<file path="config.mk">
export PLATFORM = sky130hd
export DESIGN_NAME = pingpong_dma_chan
export DESIGN_NICKNAME = d
export VERILOG_FILES = /design/src/rtl/pp_dma_pkg.sv /design/src/rtl/pp_dma_regs.sv /design/src/rtl/pp_dma_xfer.sv /design/src/rtl/pingpong_dma_chan.sv
export SDC_FILE = /design/constraint.sdc
export NUM_CORES = 1
export LEC_CHECK = 0
export ABC_AREA = 1
export BUFFER_PORTS_ARGS = -buffer_cell sky130_fd_sc_hd__buf_2
export CAP_MARGIN = 20
export CORE_UTILIZATION = 53
export DETAILED_ROUTE_END_ITERATION = 8
export PLACE_DENSITY = 0.73
export SETUP_SLACK_MARGIN = 0.4
export SYNTH_ARGS = -nofsm -noshare
export SYNTH_HDL_FRONTEND = slang
export SYNTH_HIERARCHICAL = 1
export SYNTH_SLANG_ARGS = --single-unit
</file>
<file path="constraint.sdc">
create_clock -name clk -period 2.4 [get_ports clk]
set_clock_uncertainty 0.1 [all_clocks]
set_input_delay 0.12 -clock clk [delete_from_list [all_inputs] [get_ports clk]]
set_output_delay 0.12 -clock clk [all_outputs]
set_load 0.05 [all_outputs]
</file>
<file path="src/rtl/pp_dma_pkg.sv">
package pp_dma_pkg;
  localparam int DESC_BASE   = 'h1000;
  localparam int DESC_STRIDE = 'h20;
  localparam int SET_STRIDE  = 'h10;
  localparam int CTL_BASE    = 'hC00;
  localparam int CTL_STRIDE  = 'h10;

  localparam int FLD_ADDR = 'h0;
  localparam int FLD_LEN  = 'h4;
  localparam int FLD_CMD  = 'h8;

  localparam int CTL_PTR_BIT  = 4;
  localparam int CTL_BUSY_BIT = 5;

  localparam int NUM_SETS = 2;

  typedef enum logic {
    ENG_IDLE = 1'b0,
    ENG_RUN  = 1'b1
  } eng_state_e;
endpackage

</file>
<file path="src/rtl/pp_dma_regs.sv">
module pp_dma_regs
  import pp_dma_pkg::*;
#(
  parameter int CHAN_IDX = 0,
  parameter int ADDR_W   = 13,
  parameter int MA_W     = 32,
  parameter int LEN_W    = 16,
  parameter int DW       = 32
) (
  input  logic                           clk,
  input  logic                           rst,
  input  logic                           reg_wr,
  input  logic                           reg_rd,
  input  logic [ADDR_W-1:0]              reg_addr,
  input  logic [DW-1:0]                  reg_wdata,
  output logic [DW-1:0]                  reg_rdata,
  input  logic                           eng_busy,
  input  logic                           eng_ptr,
  input  logic                           cmpl,
  input  logic                           cmpl_set,
  output logic [NUM_SETS-1:0][MA_W-1:0]  set_addr,
  output logic [NUM_SETS-1:0][LEN_W-1:0] set_len,
  output logic [NUM_SETS-1:0]            set_arm,
  output logic [NUM_SETS-1:0]            done_flags
);
  localparam int CTL_OFF  = CTL_BASE + CTL_STRIDE * CHAN_IDX;
  localparam int DESC_OFF = DESC_BASE + DESC_STRIDE * CHAN_IDX;

  logic              ctl_hit;
  logic [DW-1:0]     ctl_view;
  logic [NUM_SETS-1:0][DW-1:0] set_view;
  logic [NUM_SETS-1:0]         set_sel;

  assign ctl_hit = (reg_addr == ADDR_W'(CTL_OFF));

  for (genvar s = 0; s < NUM_SETS; s++) begin : g_set
    localparam int SBASE = DESC_OFF + SET_STRIDE * s;
    logic hit_a, hit_l, hit_c, locked, mine_done;

    assign hit_a     = (reg_addr == ADDR_W'(SBASE + FLD_ADDR));
    assign hit_l     = (reg_addr == ADDR_W'(SBASE + FLD_LEN));
    assign hit_c     = (reg_addr == ADDR_W'(SBASE + FLD_CMD));
    assign locked    = eng_busy && (eng_ptr == 1'(s));
    assign mine_done = cmpl && (cmpl_set == 1'(s));

    always_ff @(posedge clk) begin
      if (rst) begin
        set_addr[s]   <= '0;
        set_len[s]    <= '0;
        set_arm[s]    <= 1'b0;
        done_flags[s] <= 1'b0;
      end else begin
        if (reg_wr && !locked) begin
          if (hit_a) set_addr[s] <= reg_wdata[MA_W-1:0];
          if (hit_l) set_len[s]  <= reg_wdata[LEN_W-1:0];
          if (hit_c) set_arm[s]  <= reg_wdata[0];
        end
        if (reg_wr && ctl_hit && reg_wdata[s]) done_flags[s] <= 1'b0;
        if (mine_done) begin
          set_arm[s]    <= 1'b0;
          done_flags[s] <= 1'b1;
        end
      end
    end

    always_comb begin
      set_sel[s]  = hit_a | hit_l | hit_c;
      set_view[s] = '0;
      if (hit_a) set_view[s] = DW'(set_addr[s]);
      if (hit_l) set_view[s] = DW'(set_len[s]);
      if (hit_c) set_view[s] = DW'(set_arm[s]);
    end
  end

  always_comb begin
    ctl_view = '0;
    ctl_view[NUM_SETS-1:0] = done_flags;
    ctl_view[CTL_PTR_BIT]  = eng_ptr;
    ctl_view[CTL_BUSY_BIT] = eng_busy;
  end

  always_ff @(posedge clk) begin
    if (rst) begin
      reg_rdata <= '0;
    end else begin
      reg_rdata <= '0;
      if (reg_rd) begin
        if (ctl_hit) reg_rdata <= ctl_view;
        for (int s = 0; s < NUM_SETS; s++)
          if (set_sel[s]) reg_rdata <= set_view[s];
      end
    end
  end
endmodule

</file>
<file path="src/rtl/pp_dma_xfer.sv">
module pp_dma_xfer
  import pp_dma_pkg::*;
#(
  parameter int MA_W  = 32,
  parameter int LEN_W = 16,
  parameter int PD_W  = 8
) (
  input  logic                           clk,
  input  logic                           rst,
  input  logic [NUM_SETS-1:0][MA_W-1:0]  set_addr,
  input  logic [NUM_SETS-1:0][LEN_W-1:0] set_len,
  input  logic [NUM_SETS-1:0]            set_arm,
  input  logic                           pd_valid,
  input  logic [PD_W-1:0]                pd_data,
  output logic                           pd_ready,
  output logic                           mw_req,
  output logic [MA_W-1:0]                mw_addr,
  output logic [PD_W-1:0]                mw_data,
  input  logic                           mw_ack,
  output logic                           eng_busy,
  output logic                           eng_ptr,
  output logic                           cmpl,
  output logic                           cmpl_set
);
  eng_state_e        state;
  logic [MA_W-1:0]   cur_addr;
  logic [LEN_W-1:0]  remain;
  logic              elig_cur, elig_oth, accept;

  assign elig_cur = set_arm[eng_ptr]  && (set_len[eng_ptr]  != '0);
  assign elig_oth = set_arm[!eng_ptr] && (set_len[!eng_ptr] != '0);

  assign eng_busy = (state == ENG_RUN);
  assign pd_ready = eng_busy && !mw_req;
  assign accept   = pd_ready && pd_valid;
  assign cmpl     = eng_busy && mw_req && mw_ack && (remain == '0);
  assign cmpl_set = eng_ptr;

  always_ff @(posedge clk) begin
    if (rst) begin
      state    <= ENG_IDLE;
      eng_ptr  <= 1'b0;
      cur_addr <= '0;
      remain   <= '0;
      mw_req   <= 1'b0;
      mw_addr  <= '0;
      mw_data  <= '0;
    end else begin
      unique case (state)
        ENG_IDLE: begin
          if (elig_cur) begin
            state    <= ENG_RUN;
            cur_addr <= set_addr[eng_ptr];
            remain   <= set_len[eng_ptr];
          end else if (elig_oth) begin
            state    <= ENG_RUN;
            eng_ptr  <= !eng_ptr;
            cur_addr <= set_addr[!eng_ptr];
            remain   <= set_len[!eng_ptr];
          end
        end
        ENG_RUN: begin
          if (mw_req) begin
            if (mw_ack) begin
              mw_req <= 1'b0;
              if (remain == '0) begin
                if (elig_oth) begin
                  eng_ptr  <= !eng_ptr;
                  cur_addr <= set_addr[!eng_ptr];
                  remain   <= set_len[!eng_ptr];
                end else begin
                  state <= ENG_IDLE;
                end
              end
            end
          end else if (accept) begin
            mw_req   <= 1'b1;
            mw_addr  <= cur_addr;
            mw_data  <= pd_data;
            cur_addr <= cur_addr + 1'b1;
            remain   <= remain - 1'b1;
          end
        end
        default: state <= ENG_IDLE;
      endcase
    end
  end
endmodule

</file>
<file path="src/rtl/pingpong_dma_chan.sv">
module pingpong_dma_chan
  import pp_dma_pkg::*;
#(
  parameter int CHAN_IDX = 0,
  parameter int ADDR_W   = 13,
  parameter int MA_W     = 32,
  parameter int LEN_W    = 16,
  parameter int PD_W     = 8
) (
  input  logic              clk,
  input  logic              rst,
  input  logic              reg_wr,
  input  logic              reg_rd,
  input  logic [ADDR_W-1:0] reg_addr,
  input  logic [31:0]       reg_wdata,
  output logic [31:0]       reg_rdata,
  input  logic              pd_valid,
  input  logic [PD_W-1:0]   pd_data,
  output logic              pd_ready,
  output logic              mw_req,
  output logic [MA_W-1:0]   mw_addr,
  output logic [PD_W-1:0]   mw_data,
  input  logic              mw_ack
);
  logic [NUM_SETS-1:0][MA_W-1:0]  set_addr;
  logic [NUM_SETS-1:0][LEN_W-1:0] set_len;
  logic [NUM_SETS-1:0]            set_arm;
  logic [NUM_SETS-1:0]            done_flags;
  logic eng_busy, eng_ptr, cmpl, cmpl_set;

  pp_dma_regs #(
    .CHAN_IDX(CHAN_IDX), .ADDR_W(ADDR_W), .MA_W(MA_W), .LEN_W(LEN_W), .DW(32)
  ) u_regs (
    .clk(clk), .rst(rst), .reg_wr(reg_wr), .reg_rd(reg_rd),
    .reg_addr(reg_addr), .reg_wdata(reg_wdata), .reg_rdata(reg_rdata),
    .eng_busy(eng_busy), .eng_ptr(eng_ptr), .cmpl(cmpl), .cmpl_set(cmpl_set),
    .set_addr(set_addr), .set_len(set_len), .set_arm(set_arm),
    .done_flags(done_flags)
  );

  pp_dma_xfer #(
    .MA_W(MA_W), .LEN_W(LEN_W), .PD_W(PD_W)
  ) u_xfer (
    .clk(clk), .rst(rst), .set_addr(set_addr), .set_len(set_len),
    .set_arm(set_arm), .pd_valid(pd_valid), .pd_data(pd_data),
    .pd_ready(pd_ready), .mw_req(mw_req), .mw_addr(mw_addr),
    .mw_data(mw_data), .mw_ack(mw_ack), .eng_busy(eng_busy),
    .eng_ptr(eng_ptr), .cmpl(cmpl), .cmpl_set(cmpl_set)
  );
endmodule

</file>
After elaboration in Yosys (flattened, before gate mapping)

Cells that the tools add are included.

Add/subtract/negate cells: 2
Magnitude comparators: 2
Eq/ne operators: 14
Mux-type cells: 54
Bitwise gates (word level): 8
Reduce and logical (&&, ||, !) cells: 37

Operator list:

| cell                                                                         | number |
|---|---|
| 32-bit 2-to-1 mux                                                            | 18 |
| 16-bit 2-to-1 mux                                                            | 10 |
| 13-bit == test, second input constant                                        | 6 |
| 32-bit case mux with 2 select lines                                          | 1 |
| 32-bit by 1-bit adder with 32-bit output, second input constant              | 1 |
| 16-bit case mux with 2 select lines                                          | 1 |
| 16-bit nonzero test                                                          | 2 |
| 1-bit 2-to-1 mux                                                             | 21 |
| 1-bit logical AND                                                            | 16 |
| 16-bit logical NOT                                                           | 1 |
| 16-bit by 1-bit subtractor with 16-bit output, second input constant         | 1 |
| 13-bit by 12-bit == test with 1-bit output, second input constant            | 1 |
| 2-bit AND reduction                                                          | 6 |
| 6-bit 2-to-1 mux                                                             | 1 |
| 2-bit inequality test, second input constant                                 | 3 |
| 3-bit inequality test, second input constant                                 | 2 |
| 3-bit AND reduction                                                          | 2 |
| 2-bit OR reduction                                                           | 3 |
| 1-bit logical NOT                                                            | 4 |
| 1-bit by 2-bit less-than comparator with 1-bit output, second input constant | 2 |
| 1-bit NOT                                                                    | 4 |
| 1-bit OR                                                                     | 4 |
| 1-bit case mux with 2 select lines                                           | 2 |
| 4-bit AND reduction                                                          | 1 |
| 3 further kinds                                                              | 4 |

Flip-flop bits (word level): 223
Input port bits: 59
Logic and storage cells: 133

Longest topological paths before layout

Gate-level depths: netlist (run 1).

Word-level depth: 10
Mapped depth: 16

Modules after synthesis

The synthesis (run 1) kept the hierarchy.

By module, submodules not included:

| module      | times used | cells each | area each (sq um) | seq. area each (sq um) |
|---|---|---|---|---|
| pp_dma_xfer | 1          | 1302       | 7158.1            | 1821.7 |
| pp_dma_regs | 1          | 699        | 5434.0            | 2642.5 |

Worst setup path after synthesis (run 1)

No wires, ideal clock.

Path type: reg2reg
Start: register u_xfer.mw_req
End: register u_xfer.mw_addr[10]
Arrival time: 1952 ps
Data required time: 2230 ps
Path slack: 277 ps
Cell stages (with the launch flop): 6
Buffers on the path: 2
Clock period less this slack: 2123 ps
Cell sequence: dfxtp_1 nor2_1 clkbuf_1 clkbuf_1 nand3_1 a21oi_1

Cells in the longest elaborated chain, start to end: 4
Elaborated cells between the ends (all ways): 5
Classes of those cells: bitwise (1); reduce/logical (4)

RTL lines:

| item                          | line                    | RTL |
|---|---|---|
| from (decl)                   | pp_dma_xfer.sv:16       | `output logic mw_req,` |
| from (signal assigned)        | pp_dma_xfer.sv:45       | `mw_req <= 1'b0;` |
| from (signal assigned)        | pp_dma_xfer.sv:65       | `mw_req <= 1'b0;` |
| from (signal assigned)        | pp_dma_xfer.sv:77       | `mw_req <= 1'b1;` |
| 1-bit logical NOT             | pp_dma_xfer.sv:34       | `assign pd_ready = eng_busy && !mw_req;` |
| 1-bit logical AND             | pp_dma_xfer.sv:34       |  |
| named net pd_ready            | pingpong_dma_chan.sv:19 | `output logic pd_ready,` |
| 1-bit logical AND             | pp_dma_xfer.sv:35       | `assign accept = pd_ready && pd_valid;` |
| 3-bit AND reduction (no line) | --                      |  |
| to (signal assigned)          | pp_dma_xfer.sv:78       | `mw_addr <= cur_addr;` |
| to (decl)                     | pp_dma_xfer.sv:17       | `output logic [MA_W-1:0] mw_addr,` |

The timed path passes the listed nets, and every way through them passes these cells.
A chain may end at the register's enable or synchronous reset.

Final worst setup path (run 1)

Start: register u_xfer.eng_ptr (netlist: u_xfer/cmpl_set)
End: register u_xfer.cur_addr[2]

Cells in the longest elaborated chain, start to end: 9
Elaborated cells between the ends (all ways): 22
Classes of those cells: mux (18); reduce/logical (4)

RTL lines:

| item                                                  | line                                 | RTL |
|---|---|---|
| from (decl)                                           | pp_dma_xfer.sv:21                    | `output logic eng_ptr,` |
| from (signal assigned)                                | pp_dma_xfer.sv:57                    | `eng_ptr <= !eng_ptr;` |
| from (signal assigned)                                | pp_dma_xfer.sv:68                    | `eng_ptr <= !eng_ptr;` |
| 16-bit 2-to-1 mux (not written as such) (2 in series) | pp_dma_xfer.sv:31                    | `assign elig_oth = set_arm[!eng_ptr] && (set_len[!eng_ptr] != '0);` |
| 16-bit nonzero test                                   | pp_dma_xfer.sv:31                    |  |
| 1-bit logical AND                                     | pp_dma_xfer.sv:31                    |  |
| 32-bit 2-to-1 mux                                     | pp_dma_xfer.sv:55, pp_dma_xfer.sv:67 |  |
| 32-bit 2-to-1 mux                                     | pp_dma_xfer.sv:66                    | `if (remain == '0) begin` |
| 32-bit 2-to-1 mux                                     | pp_dma_xfer.sv:64                    | `if (mw_ack) begin` |
| 32-bit 2-to-1 mux                                     | pp_dma_xfer.sv:63                    | `if (mw_req) begin` |
| 32-bit case mux with 2 select lines *                 | pp_dma_xfer.sv:49                    | `unique case (state)` |
| to (signal assigned)                                  | pp_dma_xfer.sv:53                    | `cur_addr <= set_addr[eng_ptr];` |
| to (signal assigned)                                  | pp_dma_xfer.sv:58                    | `cur_addr <= set_addr[!eng_ptr];` |
| to (signal assigned)                                  | pp_dma_xfer.sv:69                    | `cur_addr <= set_addr[!eng_ptr];` |
| to (decl)                                             | pp_dma_xfer.sv:26                    | `logic [MA_W-1:0] cur_addr;` |

Mark *: on every way between the ends. The rest lies on a longest branch, timed or not. The select of a mux whose other input is x is not followed.

==> results of run 1 <==
## layout make-up
cell class,instances,area share (%)
Sequential cell,223,27.85
Multi-Input combinational cell,1500,45.34
Tap cell,319,2.485
Clock inverter,13,1.231
Inverter,146,3.575
Timing Repair Buffer,270,15.13
Clock buffer,32,4.378
## sequential cells by signal, indices dropped and copies added (netlist names)
signal,cells
u_xfer/mw_data,8
u_regs/set_addr,64
u_regs/set_len,32
u_regs/set_arm,2
u_xfer/mw_req,1
u_xfer/remain,16
u_regs/done_flags,2
u_xfer/eng_busy,1
u_regs/reg_rdata,32
u_xfer/mw_addr,32
u_xfer/cur_addr,32
u_xfer/cmpl_set,1
## Yosys cell counts, types with 15 or more instances
library cell | instances | share of area (%)
sky130_fd_sc_hd__inv_1 | 138 | 4.1
sky130_fd_sc_hd__nand4_1 | 40 | 2.0
sky130_fd_sc_hd__a21oi_1 | 233 | 9.3
sky130_fd_sc_hd__dfxtp_1 | 223 | 35
sky130_fd_sc_hd__nand3_1 | 211 | 8.4
sky130_fd_sc_hd__nand3b_1 | 16 | 0.95
sky130_fd_sc_hd__buf_2 | 42 | 1.7
sky130_fd_sc_hd__o21ai_0 | 127 | 5.0
sky130_fd_sc_hd__o21ai_1 | 27 | 1.1
sky130_fd_sc_hd__nor2_1 | 117 | 3.5
sky130_fd_sc_hd__clkbuf_1 | 61 | 1.8
sky130_fd_sc_hd__buf_6 | 15 | 1.3
sky130_fd_sc_hd__nand2_1 | 650 | 19
## report_power, final
part           internal [mW]  switching [mW]  leakage [nW]
Combinational          0.114           0.198          4.34
Clock                   2.60            1.61         0.436
Sequential              3.70        0.000135          1.80
Total                   6.41            1.81          6.57
## cells by family (layout without fill, tap and decap cells)
family	after synthesis	count (layout)	share of synthesized area, %
AOI/OAI and AO/OA	409	409	16.67
xor gates and xnor gates	9	9	0.6260
adders and majority gates	2	2	0.1987
buffers and inverters	279	461	9.847
DFF	223	223	35.45
muxes	5	5	0.3975
and+or+nand+nor	1074	1075	36.80
## per-layer routing
layer	vias up	part of all wire (%)	track usage, %
li1	6891	-	-
met1	6669	41	51.55
met2	976	43	53.42
met3	175	11	4.722
met4	0	4.2	11.58
met5	-	0	0
## repair_timing
action	4_1_cts	5_1_grt
pin swaps	5	34
cloned	7	16
buffers inserted	13	8
gates resized for setup	49	100
hold endpoints to repair	109	0
hold buffers	44	0
setup endpoints to repair	50	58
## worst register-to-register path, delay by kind of cell (launching register included)
family	cells	cell delay, ns
compound gates	1	0.06
buf+inv	4	0.53
flops	1	0.43
simple gates	10	0.94
## stage by stage
stage               power (mW)  hold slack (ns)
finish                   8.221          0.01588
global placement         4.024           0.2958
global route             8.421          0.03853
CTS                      8.232          0.01255
detailed placement       4.025           0.2983
floorplan                3.904           0.1800
## path summary, 6_finish.rpt
check                                        start                  to  slack (ns)
worst max-delay path               u_xfer/cmpl_set  u_xfer/cur_addr[2]        0.21
worst max register to register     u_xfer/cmpl_set  u_xfer/cur_addr[2]        0.21
worst min-delay path                   reg_addr[4]   u_regs/set_arm[1]        0.02
worst min register to register  u_xfer/mw_addr[10]  u_xfer/mw_addr[10]        0.36
==> summary.md, run 1 <==
The flow ran to the end, and the final reports show no timing, DRC or antenna violations. The family with the most delay on the worst path was simple AND/OR/NAND/NOR gates. The area taken by flip-flops and latches is 0.004474 mm². The min-delay analysis places its worst path in the category input port to register. The largest net degree at the start of global routing was 110. The net count of the finished layout is 2227. The worst-margin pin slew was 0.9853 ns; the die span in y was 156.1 µm. At the later pin of the worst-skew pair, clock insertion delay measures 0.53 ns.

The tools report the total count of max-transition violations in the final report as 0. Among all stages on the critical path, the largest delay is contributed by sky130_fd_sc_hd__dfxtp_4. The logs give 0.007283 mm² for the multi-input combinational cell area and 2.71 ns for the data required time at the worst endpoint. The first global-routing pass estimated 68.33 mm of wire. The number of stages on the worst setup path is 15, and the worst path buffer plus inverter count is 4. The aggregate routed wire length came out at 46.51 mm.

The signal on the critical path passes through inv_8, clkbuf_16, nand2_1, nand2_2, nor2_2, nand2_2, nor2_4, nand2_4, nand2_8, clkinv_8, clkbuf_16, nand2_1, nand2_1, nand2_1, a21oi_1. The global-route total usage across every layer was 35.38%; the post-synthesis instance total was 2001. Derived from the worst setup path, the maximum achievable clock frequency is 456.8 MHz.

Detailed placement finished with a half-perimeter wire length of 28.37 mm. Measured in cells, the most critical reg-to-reg path has a length of 15. The post-route clock period utilization works out to 91.22%. For the final cell count without fillers, the log shows 2503. Synthesis-to-finish area growth: 27.56%. The library cells used most frequently in the layout, excluding fill and tap cells, are 607 x sky130_fd_sc_hd__nand2_1, 225 x sky130_fd_sc_hd__a21oi_1, 217 x sky130_fd_sc_hd__dfxtp_1.

Pre-CTS setup slack: 0.1665 ns. In this run, the number of DRC markers left after iteration 0 of detailed routing was 2242. The number of global-route vias before repair came out at 12580. After detailed placement, the design holds a cell count of 2370. The Yosys step of the flow raised 6 warnings. Dividing the detail-routed wire length by the instance count gives 18.58 µm. Fill cells in the final layout number 2092. TritonCTS built the clock tree. For this design the ratio of total power to cell area is 511.8 mW/mm². The number of nets handed over by synthesis was 2062. Setup violations remaining at the end of the flow were counted as 0. Sort of element at the end of the critical path: a register. Number of antenna violations at the first check in global routing: 0. The run gives 0 as the post-detailed-route count of antenna-violating nets. The worst relative slew slack is 34.24%, and the cell area after synthesis is 0.01259 mm². The data arrival time of the critical path was 2.50 ns.

The highest ir drop seen on vdd was 0.5593 mV; the number of distinct library cells after synthesis was 39. On the worst path, the slowest cell contributes a delay of 0.43 ns. The total congestion overflow after global routing was 0. The number of clock buffers added by TritonCTS is 25. The logs give 1 for the level count of the clock H-tree and 53.81% for the initial cell density of the core. The first-pass iteration count of the detailed router was 9; the die area was 0.02438 mm². The total via count in the routed design was 14710.

In the routed layout, each cell is associated on average with a via count of 5.877. Summing the sequential cell areas from Yosys gives 35.45% of the chip area. The finished cells cover 0.01606 mm². Routability-driven placement finished with a final weighted congestion of 0.9484.

A synthesized cell averages 6.293 µm². The root buffer cell chosen for the clock tree is sky130_fd_sc_hd__clkbuf_16. Adding up every negative setup slack in the final design gives 0 ns.

After detailed routing, the number of remaining DRC violations is 0. Along the worst hold path, the cell count comes to 5. The run gives 6.572 nW as the total leakage power. Setup repair after global routing could not meet its margin everywhere. The clock edge transition at the registers on the reported setup and hold paths is 0.07 ns, and the count of final hold-check violations is 0. The number of flops mapped to enable cells by yosys was 0; the number of port buffers was 132.

In this run the count of I/O pins placed on the die edge is 133. In the synthesized netlist the async set-or-reset flop fraction comes to 0%. The clock period minus worst slack is 2.189 ns. The tools report the placeable core region as 0.02340 mm². The most frequent standard cell in the layout excluding fill and tap cells was sky130_fd_sc_hd__nand2_1. Counting every sink on the clock net gives 223. After synthesis the netlist holds a flip-flop and latch count of 223. Measured along the x axis, the die boundary spans 156.1 µm. For the number of rows in the core area, the log shows 56.

The total of max-cap violations is 0. The cell that appears most often on the critical path is sky130_fd_sc_hd__nand2_1. Cells with a size suffix above 1 make up 18.64% of the layout.

Counting along the longest clock path gives a buffer depth of 3. In this run the worst path has a maximum fanout of 11. The critical path class is register to register. For the number of diodes added for antenna fixing, the log shows 0. The predominant post-synthesis flop cell was sky130_fd_sc_hd__dfxtp_1. Summing all placed instances gives a cell area of 0.01348 mm².

In the post-route analysis, the smallest setup slack over all paths is 0.2107 ns. The share of the core filled with cells came out at 68.64%. Kind of launch point of the worst setup path: a register.
Power figures use the tool's default switching activity.
==> inputs of run 2 (changes only) <==
==> constraint.sdc (replaced) <==
create_clock -name clk -period 2.4 [get_ports clk]
set_clock_uncertainty 0.1 [all_clocks]
set_input_delay 0.24 -clock clk [delete_from_list [all_inputs] [get_ports clk]]
set_output_delay 0.24 -clock clk [all_outputs]
set_load 0.05 [all_outputs]
==> run 2 against run 1 <==
Against the previous run:
- die area is the same
- sequential share of layout area grew 0.15 points
- count of clock-buffer cells in the layout grew 4
- hold slack gained 0.0038 ns
- utilization shrank 0.29 points
- fmax grew 1.3%
- worst setup slack gained 0.028 ns
- final area shrank 0.43%
- register-to-register slack gained 0.03 ns
- critical endpoint is now u_xfer/cur_addr[14]
- largest cell class unchanged
- highest routed layer unchanged
==> summary.md, run 2 (same netlist as run 1, synthesis figures left out) <==
Most frequent standard cell in the layout excluding fill and tap cells: sky130_fd_sc_hd__nand2_1. The highest ir drop seen on vdd was 0.4791 mV (-14%); the die area was 0.02438 mm² (unchanged). The insertion delay of the later-clocked pin in the worst-skew pair was 0.52 ns (about the same); the cell count after placement was 2367 (-0.13%). The class of the tightest hold or removal check was input port to register. The run gives 19.36 mm (+0.72%) as the post-route met1 wirelength. The critical path goes through inv_8, buf_8, nand2_1, nand2_1, nor2_1, nand2_1, nor2_1, nand2_2, nand2_2, nand2_2, nand2_4, buf_12, clkbuf_16, nand2_1, a21oi_1. Total congestion overflow after global routing: 0 (unchanged). The number of port buffers was 132 (unchanged); the data arrival time of the critical path was 2.50 ns (about the same). The tools report the first-pass iteration count of the detailed router as 6 (-3). The final count of negative-setup-slack endpoints was 0 (unchanged); the top-level I/O count was 133 (unchanged).

The logs give 2148 (-4.2%) for the detailed router's first-iteration violation count and 0.02340 mm² (unchanged) for the placeable core region. The topmost layer with routed signal wires is met4. The run gives 2224 (-0.13%) as the total number of nets in the final design.

The data required time at the worst endpoint is 2.73 ns (+0.02 ns), and the global-route wire length before repair is 67.62 mm (-1.0%). The tools report the count of clock tree sinks as 223 (unchanged). The worst path buffer plus inverter count works out to 4 (unchanged). The top achievable clock speed came out at 462.7 MHz (+1.3%).

The flow ran to the end, and the final reports show no timing, DRC or antenna violations. Setup repair after global routing could not meet its margin everywhere. The total count of max-transition violations in the final report came out at 0 (unchanged). The deepest clock path buffer count was 3 (unchanged).

The most numerous cell type found on the critical path is sky130_fd_sc_hd__nand2_1. Total DRC errors in the routed layout: 0 (unchanged). The count of final hold-check violations was 0 (unchanged); the final cell count without fillers was 2499 (-0.16%). The clock buffer count from CTS was 25 (unchanged); the sequential power share was 44.8% (-0.2 points).

The amount of wire on met2 after detailed routing is 20.16 mm (+0.27%). The family with the most delay on the worst path was simple AND/OR/NAND/NOR gates. For the net switching power, the log shows 1.769 mW (-2.0%).

The run gives 0 (unchanged) as the number of antenna violations at the first check in global routing. The total of max-cap violations is 0 (unchanged), and the final routed wire length divided by cell count is 18.52 µm (-0.35%). Relative to the synthesized area, the layout overhead comes to 27.02%. The critical path in this run is classified as register to register. The run gives 28.62 mm (+0.88%) as the placed wire-length estimate. Leaving out fill and tap cells, the most frequent cells in the layout are 613 x sky130_fd_sc_hd__nand2_1, 226 x sky130_fd_sc_hd__a21oi_1, 217 x sky130_fd_sc_hd__dfxtp_1. The combinational share of power was 3.9% (about the same). The post-detailed-route count of antenna-violating nets was 0 (unchanged); the largest net degree at the start of global routing was 79 (-28%).

Worst-margin pin slew: 0.8074 ns (-0.1779 ns). STA classifies the critical path endpoint as a register. Level count of the clock H-tree: 1 (unchanged). The clock tree root buffer cell was sky130_fd_sc_hd__clkbuf_16. TritonCTS built the clock tree. The floorplan die width was 156.1 µm (unchanged); the clock share of power was 51.3% (about the same). Accumulated negative setup slack: 0 ns (unchanged). The run gives 0.9355 (-1.4%) as the weighted congestion reported at the end of routability-driven placement. The cell with the largest stage delay on the worst path was sky130_fd_sc_hd__dfxtp_4. The die span in y is 156.1 µm (unchanged). The tools report the met3 wire length as 4.780 mm (-8.7%). The fraction of layout instances using a drive strength above 1 came out at 17.61% (-1.0 points). The clock period minus worst slack is 2.161 ns (-0.02825 ns), and the worst relative slew slack is 46.12% (+12 points). The tools report the aggregate routed wire length as 46.27 mm (-0.51%). The total leakage power was 6.533 nW (-0.60%); the vias per cell was 5.927 (+0.84%).

Ranked by flip-flop count, first place goes to u_regs/set_addr. The maximum fanout along the worst path works out to 10 (-1). The flip-flop count of the largest register after layout was 64 (unchanged); the internal power was 6.479 mW (+0.99%). The run gives 8.248 mW (+0.33%) as the final total power. The power per unit of standard cell area was 515.7 mW/mm² (+0.76%). The tools report the kind of launch point of the worst setup path as a register.

The initial cell density of the core was 53.81% (unchanged). The number of global-route vias before repair is 12510 (-0.54%), and the global-route total usage across every layer is 34.94% (-0.44 points). The post-route clock period utilization came out at 90.04% (-1.2 points).

The number of rows in the core area is 56 (unchanged). The clock edge transition at the registers on the reported setup and hold paths came out at 0.06 ns (about the same). The delay contributed by the slowest stage of the critical path was 0.43 ns (about the same). The number of diodes added for antenna fixing is 0 (unchanged), and the total via count in the routed design is 14810 (+0.68%). Proportion of total power due to net switching: 21.45% (-0.52 points).
==> run 2: cell types whose count changed in the layout (fill, tap and decap cells not counted), moves of 5 or more <==
cell / before / now
sky130_fd_sc_hd__nand2_2: 47 / 42
sky130_fd_sc_hd__o21ai_2: 12 / 5
sky130_fd_sc_hd__clkbuf_16: 41 / 36
sky130_fd_sc_hd__nor2_2: 20 / 15
sky130_fd_sc_hd__nor2_1: 93 / 98
sky130_fd_sc_hd__o21ai_1: 15 / 25
sky130_fd_sc_hd__nand2_1: 607 / 613
==> run 2: final timing paths <==
| path | start | to | slack [ns] | cells past startpoint |
|---|---|---|---|---|
| worst max-delay path | u_xfer/cmpl_set | u_xfer/cur_addr[14] | 0.24 | 15 |
| worst min-delay path | mw_ack | u_xfer/mw_req | 0.02 | 4 |
| worst max register to register | u_xfer/cmpl_set | u_xfer/cur_addr[14] | 0.24 | 15 |
| worst min register to register | u_xfer/mw_data[6] | u_xfer/mw_data[6] | 0.36 | 2 |
==> run 2: area by class of cell <==
class	count	area (µm²)
Clock inverter	8	170.2
Clock buffer	36	738.2
Inverter	146	564.3
Sequential cell	223	4479
Tap cell	319	399.1
Multi-Input combinational cell	1500	7211
Fill cell	2087	7408
Timing Repair Buffer	267	2432
==> run 2: metrics by stage <==
stage / area, µm² / hold slack, ns / utilization (%) / worst slack (ns)
6_report: 15990 / 0.01968 / 68.34 / 0.2390
5_1_grt: 15990 / 0.05099 / 68.34 / 0.1508
4_1_cts: 15320 / 0.01175 / 65.47 / 0.3286
3_5_place_dp: 13500 / 0.3504 / 57.68 / 0.2009
3_3_place_gp: 13500 / 0.3450 / 57.68 / 0.2182
2_1_floorplan: 12590 / 0.3000 / - / 0.4048
==> run 2: worst min-delay path, delay by kind of cell <==
kind | cells | cell delay, ns
compound gates | 2 | 0.19
buf+inv | 2 | 0.14
==> run 2: power groups by stage <==
stage          registers, mW  logic [mW]  clock network [mW]
2_1_floorplan           3.78       0.121                   0
3_3_place_gp            3.78       0.243                   0
3_5_place_dp            3.78       0.246                   0
4_1_cts                 3.70       0.296                4.24
5_1_grt                 3.70       0.337                4.41
6_report                3.70       0.321                4.23
==> run 2: timing repair <==
| item | CTS | global route |
|---|---|---|
| gates cloned | 9 | 12 |
| gates resized for setup | 45 | 90 |
| buffers inserted | 15 | 12 |
| setup endpoints to repair | 50 | 94 |
| endpoints found under the hold margin | 94 | 0 |
| hold buffers | 40 | 0 |
| pin swaps | 14 | 33 |
==> run 2: metal layers <==
metal	GRT usage [%]	vias up
li1	-	6897
met5	0	-
met2	52.44	950
met1	50.54	6801
met3	4.639	163
met4	13.21	0
